`src/rtl/bini_pkg.sv`:
```
package bini_pkg;
  localparam int CMD_W = 4;

  typedef enum logic [1:0] {
    ST_IDLE = 2'd0,
    ST_ADDR = 2'd1,
    ST_DATA = 2'd2
  } bini_state_e;
endpackage

```
`src/rtl/bini_dsel_timer.sv`:
```
module bini_dsel_timer #(
  parameter int LIM = 5
) (
  input  logic clk,
  input  logic rst_n,
  input  logic run,
  input  logic devsel_n,
  output logic timeout
);
  localparam int CW = $clog2(LIM + 1);

  logic [CW-1:0] cnt_q;
  logic          seen_q;

  always_ff @(posedge clk or negedge rst_n) begin
    if (!rst_n) begin
      cnt_q  <= '0;
      seen_q <= 1'b0;
    end else if (!run) begin
      cnt_q  <= '0;
      seen_q <= 1'b0;
    end else begin
      if (!devsel_n) seen_q <= 1'b1;
      if (cnt_q != CW'(LIM)) cnt_q <= cnt_q + CW'(1);
    end
  end

  // fires at the LIM-th data-phase edge without any claim seen
  assign timeout = run && !seen_q && devsel_n && (cnt_q == CW'(LIM - 1));

  // a claim seen during a data phase rules out a timeout afterwards
  a_r9_claim_blocks_timeout: assert property (@(posedge clk) disable iff (!rst_n)
    (run && !devsel_n) |=> !timeout);
endmodule

```
`src/rtl/bini_rd_capture.sv`:
```
module bini_rd_capture #(
  parameter int DW = 32
) (
  input  logic          clk,
  input  logic          rst_n,
  input  logic          cap,
  input  logic [DW-1:0] ad_i,
  output logic          rd_valid,
  output logic [DW-1:0] rd_data
);
  always_ff @(posedge clk or negedge rst_n) begin
    if (!rst_n) begin
      rd_valid <= 1'b0;
      rd_data  <= '0;
    end else begin
      rd_valid <= cap;
      if (cap) rd_data <= ad_i;
    end
  end
endmodule

```
`src/rtl/bini_seq.sv`:
```
module bini_seq
  import bini_pkg::*;
#(
  parameter int DW = 32,
  parameter int LW = 4
) (
  input  logic             clk,
  input  logic             rst_n,
  input  logic             req_valid,
  output logic             req_ready,
  input  logic [DW-1:0]    req_addr,
  input  logic [CMD_W-1:0] req_cmd,
  input  logic [LW-1:0]    req_len,
  input  logic             wr_valid,
  output logic             wr_ready,
  input  logic [DW-1:0]    wr_data,
  input  logic             loc_hold,
  input  logic             abort,
  input  logic             timeout,
  input  logic             trdy_n,
  output logic             frame_n,
  output logic             irdy_n,
  output logic [CMD_W-1:0] cbe_n,
  output logic [DW-1:0]    ad_o,
  output logic             ad_oe,
  output logic             done,
  output logic             done_err,
  output logic             run,
  output logic             cap
);
  localparam int NW = LW + 1;

  bini_state_e      state_q;
  logic             frame_n_q, irdy_n_q, ad_oe_q, is_wr_q, done_q, err_q;
  logic [CMD_W-1:0] cbe_n_q;
  logic [DW-1:0]    ad_o_q;
  logic [NW-1:0]    left_q;

  logic active, word_done, kill, last_done, free, can_load, take;

  assign active    = (state_q == ST_ADDR) || (state_q == ST_DATA);
  assign word_done = (state_q == ST_DATA) && !irdy_n_q && !trdy_n;
  assign kill      = active && (abort || timeout);
  assign last_done = word_done && (left_q == '0);
  assign free      = (state_q == ST_ADDR) || irdy_n_q || word_done;
  assign can_load  = active && !kill && (left_q != '0) && !loc_hold && free;
  assign take      = can_load && (!is_wr_q || wr_valid);

  assign req_ready = (state_q == ST_IDLE);
  assign wr_ready  = can_load && is_wr_q;
  assign run       = (state_q == ST_DATA);
  assign cap       = word_done && !is_wr_q;

  always_ff @(posedge clk or negedge rst_n) begin
    if (!rst_n) begin
      state_q   <= ST_IDLE;
      frame_n_q <= 1'b1;
      irdy_n_q  <= 1'b1;
      cbe_n_q   <= '1;
      ad_o_q    <= '0;
      ad_oe_q   <= 1'b0;
      is_wr_q   <= 1'b0;
      left_q    <= '0;
      done_q    <= 1'b0;
      err_q     <= 1'b0;
    end else begin
      done_q <= 1'b0;
      case (state_q)
        ST_IDLE: begin
          if (req_valid) begin
            state_q   <= ST_ADDR;
            frame_n_q <= 1'b0;
            irdy_n_q  <= 1'b1;
            ad_o_q    <= req_addr;
            cbe_n_q   <= req_cmd;
            ad_oe_q   <= 1'b1;
            is_wr_q   <= req_cmd[0];
            left_q    <= {1'b0, req_len} + NW'(1);
            err_q     <= 1'b0;
          end
        end
        default: begin
          if (kill || last_done) begin
            state_q   <= ST_IDLE;
            frame_n_q <= 1'b1;
            irdy_n_q  <= 1'b1;
            cbe_n_q   <= '1;
            ad_oe_q   <= 1'b0;
            done_q    <= 1'b1;
            err_q     <= kill;
          end else begin
            state_q <= ST_DATA;
            cbe_n_q <= '0;
            ad_oe_q <= is_wr_q;
            if (take) begin
              irdy_n_q  <= 1'b0;
              frame_n_q <= (left_q == NW'(1));
              left_q    <= left_q - NW'(1);
              if (is_wr_q) ad_o_q <= wr_data;
            end else if (free) begin
              irdy_n_q <= 1'b1;
            end
          end
        end
      endcase
    end
  end

  assign frame_n  = frame_n_q;
  assign irdy_n   = irdy_n_q;
  assign cbe_n    = cbe_n_q;
  assign ad_o     = ad_o_q;
  assign ad_oe    = ad_oe_q;
  assign done     = done_q;
  assign done_err = err_q;

  // the address phase lasts exactly one cycle
  a_r1_addr_single: assert property (@(posedge clk) disable iff (!rst_n)
    (state_q == ST_ADDR) |=> (state_q != ST_ADDR));
  // byte enables all asserted during data phases
  a_r2_be_zero: assert property (@(posedge clk) disable iff (!rst_n)
    (state_q == ST_DATA) |-> (cbe_n_q == '0));
  // committed strobes frozen until the word completes
  a_r3_commit_hold: assert property (@(posedge clk) disable iff (!rst_n)
    (!irdy_n_q && trdy_n && !kill) |=> ($stable(frame_n_q) && $stable(irdy_n_q)));
  // frame negated inside a transaction only with initiator ready
  a_r4_frame_with_irdy: assert property (@(posedge clk) disable iff (!rst_n)
    ((state_q == ST_DATA) && frame_n_q) |-> !irdy_n_q);
  // an accepted write word is committed on the next cycle
  a_r5_wr_commit: assert property (@(posedge clk) disable iff (!rst_n)
    (wr_valid && wr_ready) |=> !irdy_n_q);
  // completion pulse only with an idle bus
  a_r7_done_idle: assert property (@(posedge clk) disable iff (!rst_n)
    done_q |-> (frame_n_q && irdy_n_q && !ad_oe_q));
endmodule

```
`src/rtl/burst_initiator.sv`:
```
module burst_initiator
  import bini_pkg::*;
#(
  parameter int DW       = 32,
  parameter int LW       = 4,
  parameter int DSEL_LIM = 5
) (
  input  logic             clk,
  input  logic             rst_n,
  input  logic             req_valid,
  output logic             req_ready,
  input  logic [DW-1:0]    req_addr,
  input  logic [CMD_W-1:0] req_cmd,
  input  logic [LW-1:0]    req_len,
  input  logic             wr_valid,
  output logic             wr_ready,
  input  logic [DW-1:0]    wr_data,
  input  logic             loc_hold,
  output logic             rd_valid,
  output logic [DW-1:0]    rd_data,
  output logic             done,
  output logic             done_err,
  input  logic             abort,
  output logic             frame_n,
  output logic             irdy_n,
  input  logic             trdy_n,
  input  logic             devsel_n,
  output logic [CMD_W-1:0] cbe_n,
  output logic [DW-1:0]    ad_o,
  output logic             ad_oe,
  input  logic [DW-1:0]    ad_i
);
  logic run, cap, timeout;

  bini_seq #(.DW(DW), .LW(LW)) u_seq (
    .clk(clk), .rst_n(rst_n),
    .req_valid(req_valid), .req_ready(req_ready), .req_addr(req_addr),
    .req_cmd(req_cmd), .req_len(req_len),
    .wr_valid(wr_valid), .wr_ready(wr_ready), .wr_data(wr_data),
    .loc_hold(loc_hold), .abort(abort), .timeout(timeout), .trdy_n(trdy_n),
    .frame_n(frame_n), .irdy_n(irdy_n), .cbe_n(cbe_n), .ad_o(ad_o), .ad_oe(ad_oe),
    .done(done), .done_err(done_err), .run(run), .cap(cap)
  );

  bini_dsel_timer #(.LIM(DSEL_LIM)) u_tmr (
    .clk(clk), .rst_n(rst_n), .run(run), .devsel_n(devsel_n), .timeout(timeout)
  );

  bini_rd_capture #(.DW(DW)) u_cap (
    .clk(clk), .rst_n(rst_n), .cap(cap), .ad_i(ad_i),
    .rd_valid(rd_valid), .rd_data(rd_data)
  );
endmodule

```
`config.mk`:
```
export PLATFORM = sky130hd
export DESIGN_NAME = burst_initiator
export DESIGN_NICKNAME = d
export VERILOG_FILES = /design/src/rtl/bini_pkg.sv /design/src/rtl/bini_dsel_timer.sv /design/src/rtl/bini_rd_capture.sv /design/src/rtl/bini_seq.sv /design/src/rtl/burst_initiator.sv
export SDC_FILE = /design/constraint.sdc
export NUM_CORES = 1
export LEC_CHECK = 0
export ABC_AREA = 1
export CAP_MARGIN = 15
export CORE_ASPECT_RATIO = 0.5
export CORE_MARGIN = 1
export CORE_UTILIZATION = 48
export DETAILED_ROUTE_END_ITERATION = 10
export DONT_BUFFER_PORTS = 1
export GPL_TIMING_DRIVEN = 0
export HOLD_SLACK_MARGIN = 0.06
export REMOVE_ABC_BUFFERS = 1
export SYNTH_ARGS = -nofsm -noshare
export SYNTH_HDL_FRONTEND = slang
export SYNTH_SLANG_ARGS = --single-unit
```
`constraint.sdc`:
```
create_clock -name clk -period 2.6 [get_ports clk]
set_input_delay 0.52 -clock clk [delete_from_list [all_inputs] [get_ports clk]]
set_output_delay 0.52 -clock clk [all_outputs]
set_load 0.05 [all_outputs]
```
Yosys cells after proc, flatten, opt, wreduce, memory -nomap -nowiden --
Index checks and enable logic that the tools add are counted.
Storage, ports and cells: bits in registers 86, bits in read-only memories 0, memories 0, output and inout port bits 76, RAM bits 0, bits in latches 0
Operators by class: muxes and demuxes 34, $add $sub $neg 3, bitwise operators 0, shift-type cells 0, order comparisons 0, equal/unequal tests 9, multiply operators 0, divide/modulo/power cells 0, reductions and logical operators 40
Operators by type and width (number):
- 32-bit two-way mux | 5
- 5-bit two-way mux | 4
- 1-bit two-way mux | 17
- 1-bit logical AND | 14
- 4-bit two-way mux | 3
- 2-bit inequality test (second input constant) | 4
- 2-bit AND reduction | 4
- 1-bit logical NOT | 6
- 1-bit logical OR | 6
- 2-bit two-way mux | 3
- 3-bit two-way mux | 2
- 2-bit nonzero test | 3
- 4-bit by 1-bit adder with 5-bit output (second input constant) | 1
- 5-bit by 1-bit == test with 1-bit output (second input constant) | 1
- 5-bit logical NOT | 1
- 5-bit nonzero test | 1
- 5-bit by 1-bit subtractor with 5-bit output (second input constant) | 1
- 4-bit AND reduction | 1
- 4-bit nonzero test | 1
- 3-bit by 1-bit adder with 3-bit output (second input constant) | 1
- 3-bit == test (second input constant) | 1
- 3-bit inequality test (second input constant) | 1
- 3-bit AND reduction | 1
- 3-bit nonzero test | 1
- other kinds (3) | 3

Depth between registers and ports, before layout --
depth after elaboration 15, gate-level depth with buffers 12, mapped depth without buffers 11

Hierarchy --
A second synthesis with hierarchy kept.
Second synthesis, totals: cell total of the unflattened synthesis 433, area total of the unflattened synthesis 4195.3 um2
By module, submodules not included:
- bini_seq | area an instance 2658.8 um2, instances 1, cells an instance 271
- bini_rd_capture | area an instance 1317.5 um2, instances 1, cells an instance 137
- bini_dsel_timer | area an instance 219.0 um2, instances 1, cells an instance 25

Least setup slack after synthesis --
OpenSTA, ideal clock, no wires.
kind register -> output, start register u_seq.irdy_n_q (netlist: u_seq.irdy_n), end output port wr_ready, cell stages (with the launch flop) 5, setup slack -413 ps, data arrival time 2493 ps, cells stage by stage dfstp_2 > nor2_1 > nand2_2 > nand2_2 > nor4_1
On the way: word-level cells in the longest chain between the ends 6
Ends and longest elaborated chain:
- from (decl) | RTL line bini_seq.sv:34 | logic frame_n_q, irdy_n_q, ad_oe_q, is_wr_q, done_q, err_q;
- from (signal assigned) | RTL line bini_seq.sv:58 | irdy_n_q <= 1'b1;
- from (signal assigned) | RTL line bini_seq.sv:73 | irdy_n_q <= 1'b1;
- from (signal assigned) | RTL line bini_seq.sv:86 | irdy_n_q <= 1'b1;
- 1-bit logical NOT | RTL line bini_seq.sv:42 | assign word_done = (state_q == ST_DATA) && !irdy_n_q && !trdy_n;
- 1-bit logical AND (2 in a row) | RTL line bini_seq.sv:42
- 1-bit logical OR * | RTL line bini_seq.sv:45 | assign free = (state_q == ST_ADDR) || irdy_n_q || word_done;
- 1-bit logical AND * | RTL line bini_seq.sv:46 | assign can_load = active && !kill && (left_q != '0) && !loc_hold && free;
- 1-bit logical AND * | RTL line bini_seq.sv:50 | assign wr_ready = can_load && is_wr_q;
- to (decl) | RTL line burst_initiator.sv:16 | output logic wr_ready,
Mark *: on every way between the ends. The rest lies on a longest branch, timed or not.

Final worst setup path --
start register u_seq.state_q[0], end output port wr_ready
On the way: word-level cells in the longest chain between the ends 12
Ends and longest elaborated chain:
- from (decl) | RTL line bini_seq.sv:33 | bini_state_e state_q;
- from (signal assigned) | RTL line bini_seq.sv:56 | state_q <= ST_IDLE;
- from (signal assigned) | RTL line bini_seq.sv:71 | state_q <= ST_ADDR;
- from (signal assigned) | RTL line bini_seq.sv:84 | state_q <= ST_IDLE;
- 2-bit == test * | RTL line bini_seq.sv:51 | assign run = (state_q == ST_DATA);
- net run | RTL line burst_initiator.sv:33 | logic run, cap, timeout;
- 1-bit logical AND (3 in a row) | RTL line bini_dsel_timer.sv:29 | assign timeout = run && !seen_q && devsel_n && (cnt_q == CW'(LIM - 1));
- 1-bit logical OR | RTL line bini_seq.sv:43 | assign kill = active && (abort || timeout);
- 1-bit logical AND | RTL line bini_seq.sv:43
- 1-bit logical NOT | RTL line bini_seq.sv:46
- 1-bit logical AND (3 in a row) | RTL line bini_seq.sv:46
- 1-bit logical AND * | RTL line bini_seq.sv:46
- 1-bit logical AND * | RTL line bini_seq.sv:50
Mark *: on every way through the listed nets, which the timed path passes. The rest lies on a longest branch.

==> Flow_metrics.wiki <==
{| class="wikitable"
! Metric !! Value
|-
| Worst min-delay path category || in -> async
|-
| Worst Tran Pin Value || around 0.66 ns
|-
| Most instantiated flip-flop cell in the synthesis netlist || sky130_fd_sc_hd__dfrtp_1
|-
| First-pass GRT wire length || roughly 14000 um
|-
| RePlAce Congestion || ~0.76
|-
| Fraction of met3 tracks used by global routing || 0.0822
|-
| Total standard cell area after synthesis || approximately 4200 um^2
|-
| Net total in the final layout || approximately 640
|-
| Result of the run || completed
|-
| TritonCTS clock tree || built
|-
| Synth top area share || 0.481
|-
| Pin count of the biggest net entering global routing || 87
|-
| Worst R2R Setup Slack || between 0.2 and 0.25 ns
|-
| Clock network latency to the later pin of the worst-skew pair || 0.33 ns
|-
| Site Rows || 23
|-
| DRC Markers || 0
|-
| Reg2Reg Capture Point || u_seq.ad_o[24]
|-
| Initial antenna violation count || 0
|-
| DPL Wire Length || 6270 um
|-
| Crit Reg-Reg Startpoint || u_seq.state_q[0]
|-
| Seq/Total Area, Yosys || 0.519
|-
| Full die area || slightly above 9000 um^2
|-
| Most area-consuming cells after synthesis || sky130_fd_sc_hd__dfrtp_1 (48%), sky130_fd_sc_hd__nand2_1 (26%), sky130_fd_sc_hd__nand3_1 (6.0%)
|-
| Total congestion overflow || 0
|-
| Final wirelength || about 9100 um
|-
| Area growth syn-to-layout || 10.9%
|-
| Number of register bits inferred by synthesis || 86
|-
| Post-Layout Cell Count || around 640
|-
| Total via count in the routed design || between 3000 and 4000
|-
| Xor and xnor area share after synthesis || 0.00842
|-
| Avg WL per Cell || roughly 14 um
|-
| Die Ht || 67.8 um
|-
| Antenna-violating nets left || 0
|-
| Port Buf Inserts || 0
|-
| CTS root buffer || sky130_fd_sc_hd__clkbuf_16
|-
| Multiplexer area fraction after synthesis || 0
|-
| Kind of start point of the critical path || flip-flop
|-
| Slowest CP cell || sky130_fd_sc_hd__dfrtp_1
|-
| Skew final || between 0.006 and 0.007 ns
|-
| Violation count after the first detailed-route iteration || approximately 150
|-
| Endpoint type of the worst setup path || primary output
|-
| Number of cells produced by synthesis || ~530
|-
| Synth Area per Inst || about 7.8 um^2
|-
| Worst Path Class, Setup || reg -> out
|-
| Met1 Use GR || 0.257
|-
| Gr usage total || 0.204
|-
| GR Layer Usage met2 || 0.329
|-
| Post-layout instance area || between 4000 and 5000 um^2
|-
| Number of CTS-inserted buffers || 9
|-
| Routing layer with the top usage in global route || met2
|-
| Total number of yosys warnings || 0
|-
| Via count of the first global-routing pass || roughly 2800
|-
| Setup repair after global routing missed its margin || false
|-
| Largest family of logic cells by synthesized area || simple AND/OR/NAND/NOR gates
|-
| Clock-pin slew reported for the worst setup and hold paths after clock tree synthesis || 0.06 ns
|-
| Simple-gate area share of the yosys netlist || 0.358
|-
| Final Max Tran Viols || 0
|-
| Cell total after placement || 622
|-
| Final setup vio count || 0
|-
| Power density of the placed cells || 1660 nW/um^2
|-
| Share of synthesized registers carrying an async set or reset || 1.00
|-
| Final Cycle Share || 0.939
|-
| Number of levels the H-tree was split into || 3
|-
| I/O pin cnt || between 150 and 200
|-
| Largest fanout of any net on the critical path || 6
|-
| # clock sinks || 86
|-
| Share of layout cells above drive strength 1 || 0.0816
|-
| Number of detailed-routing iterations run before antenna repair || 4
|-
| LEAKAGE || 0.00253 uW
|-
| Endpoints failing hold || 0
|-
| Arrival time worst endpoint || between 1.5 and 2 ns
|-
| Crit-path most repeated cell || sky130_fd_sc_hd__nand2_2
|-
| Worst hold margin || 0.0599 ns
|-
| List of cells traversed by the critical path || inv_1 > ha_1 > nand2_2 > nand2_2 > nand2_2 > nor4_2 > buf_4
|-
| Number of cells traversed by the worst register-to-register path || 8
|-
| Maximum clock path buffer count || 2
|-
| Number of vias per cell || 5.00
|-
| Post-synthesis cell type count || 29
|-
| F_max || just over 0.4 GHz
|-
| Fin crit period || ~2.4 ns
|-
| Adder-cell area share of the yosys netlist || 0.0301
|-
| Diodes inserted || 0
|-
| Post-synthesis compound-gate area fraction || 0.0250
|-
| EDFF count, synth || 0
|-
| Count of maximum capacitance violations || 0
|-
| Core outline area || 8200 um^2
|-
| Commonest cells in the netlist || sky130_fd_sc_hd__nand2_1 (288), sky130_fd_sc_hd__dfrtp_1 (80), sky130_fd_sc_hd__nand3_1 (50)
|-
| Most common cell in the netlist || sky130_fd_sc_hd__nand2_1
|-
| Cell area after placement || 4230 um^2
|-
| Worst slew margin relative to its limit || 0.560
|-
| CP max stage delay || 0.38 ns
|-
| Endpoint required time on the critical path || 2.08 ns
|-
| Die extent in x || approximately 130 um
|-
| Largest area contributor in the netlist || sky130_fd_sc_hd__dfrtp_1
|-
| Effective utilization at floorplan || 0.507
|-
| Worst voltage drop across the vdd grid || roughly 0.57 mV
|}
## flip-flops by register name, summed over array words and instances, names as in the netlist
| register | flops |
|---|---|
| u_cap.rd_data | 32 |
| u_seq.ad_o | 32 |
| u_seq.left_q | 5 |
| u_seq.cbe_n | 4 |
| u_tmr.cnt_q | 3 |
| u_seq.state_q | 2 |
| u_cap.rd_valid | 1 |
| u_seq.ad_oe | 1 |
| u_seq.done | 1 |
| u_seq.done_err | 1 |
| u_seq.frame_n | 1 |
| u_seq.irdy_n | 1 |
| u_seq.is_wr_q | 1 |
| u_tmr.seen_q | 1 |
## area by class of cell
cell class,instances,area [um^2]
repair buffers,5,97.6
multi-input cells,395,1780
flip-flops and latches,86,2160
inverters,25,96.3
clock buffers,11,253
fillers,784,3590
clock inverters,5,81.3
well taps,112,140
## stage by stage
step	setup TNS (ns)	total power, uW	worst slack [ns]	util
2_1_floorplan	-33.90	5600	-0.937	-
3_3_place_gp	-122.24	6110	-2.35	0.506
3_5_place_dp	-14.02	6280	-0.451	0.516
4_1_cts	0	7730	0.111	0.562
5_1_grt	0	8160	0.00182	0.562
6_report	0	7640	0.159	0.562
## metal layers
layer / share of wire / wire, um / up-vias
li1: - / - / 1624
met1: 0.44 / 4070 / 1444
met2: 0.46 / 4180 / 117
met3: 0.090 / 821 / 8
met4: 0.0084 / 77 / 0
met5: 0 / 0 / -
## cell families after synthesis
logic type                 count (synthesis)
AOI/OAI and AO/OA                         20
xor gates and xnor gates                   4
adders and majority gates                 10
buffers and inverters                     50
DFF                                       86
and+or+nand+nor                          361
## what timing repair did
item,4_1_cts,5_1_grt
buffers inserted,0,0
endpoints found under the hold margin,86,0
hold buffers,1,0
gates resized for setup,3,1
endpoints found under the setup margin,33,32
## power by group
part           internal, uW  switching (uW)
combinational           713            1420
clock                   893             497
sequential             1930            2190
## cells in the final DEF, fill, tap and decap left out, drive strengths merged
cell type  instances
clkbuf            11
nand3             51
nand2            293
dfrtp             80
inv               25
xnor2              3
xor2               1
o21ai             15
o21bai             1
a21oi              3
buf                5
clkinvlp           1
bufinv             2
or2                1
nor4               1
dfstp              6
o22ai              1
nand4              2
nor3               1
nor2              12
clkinv             2
ha                10
## critical path: cells and delay by family, from the launching register on
| family | cells | cell delay, ns |
|---|---|---|
| adders and majority gates | 1 | 0.29 |
| buffers and inverters | 2 | 0.37 |
| and+or+nand+nor | 4 | 0.55 |
| DFF | 1 | 0.38 |
## worst max-delay path by stage
stage	endpoint	slack, ns	startpoint
2_1_floorplan	u_seq.ad_o[0]	-0.94	u_seq.state_q[0]
3_3_place_gp	u_seq.ad_o[30]	-2.35	u_seq.state_q[0]
3_5_place_dp	u_seq.ad_o[27]	-0.45	u_seq.state_q[0]
4_1_cts	u_seq.ad_o[23]	0.11	u_seq.state_q[0]
5_1_grt	u_seq.ad_o[4]	0.002	u_seq.state_q[0]
6_report	wr_ready	0.16	u_seq.state_q[0]
(Power assumes the default switching activity.)
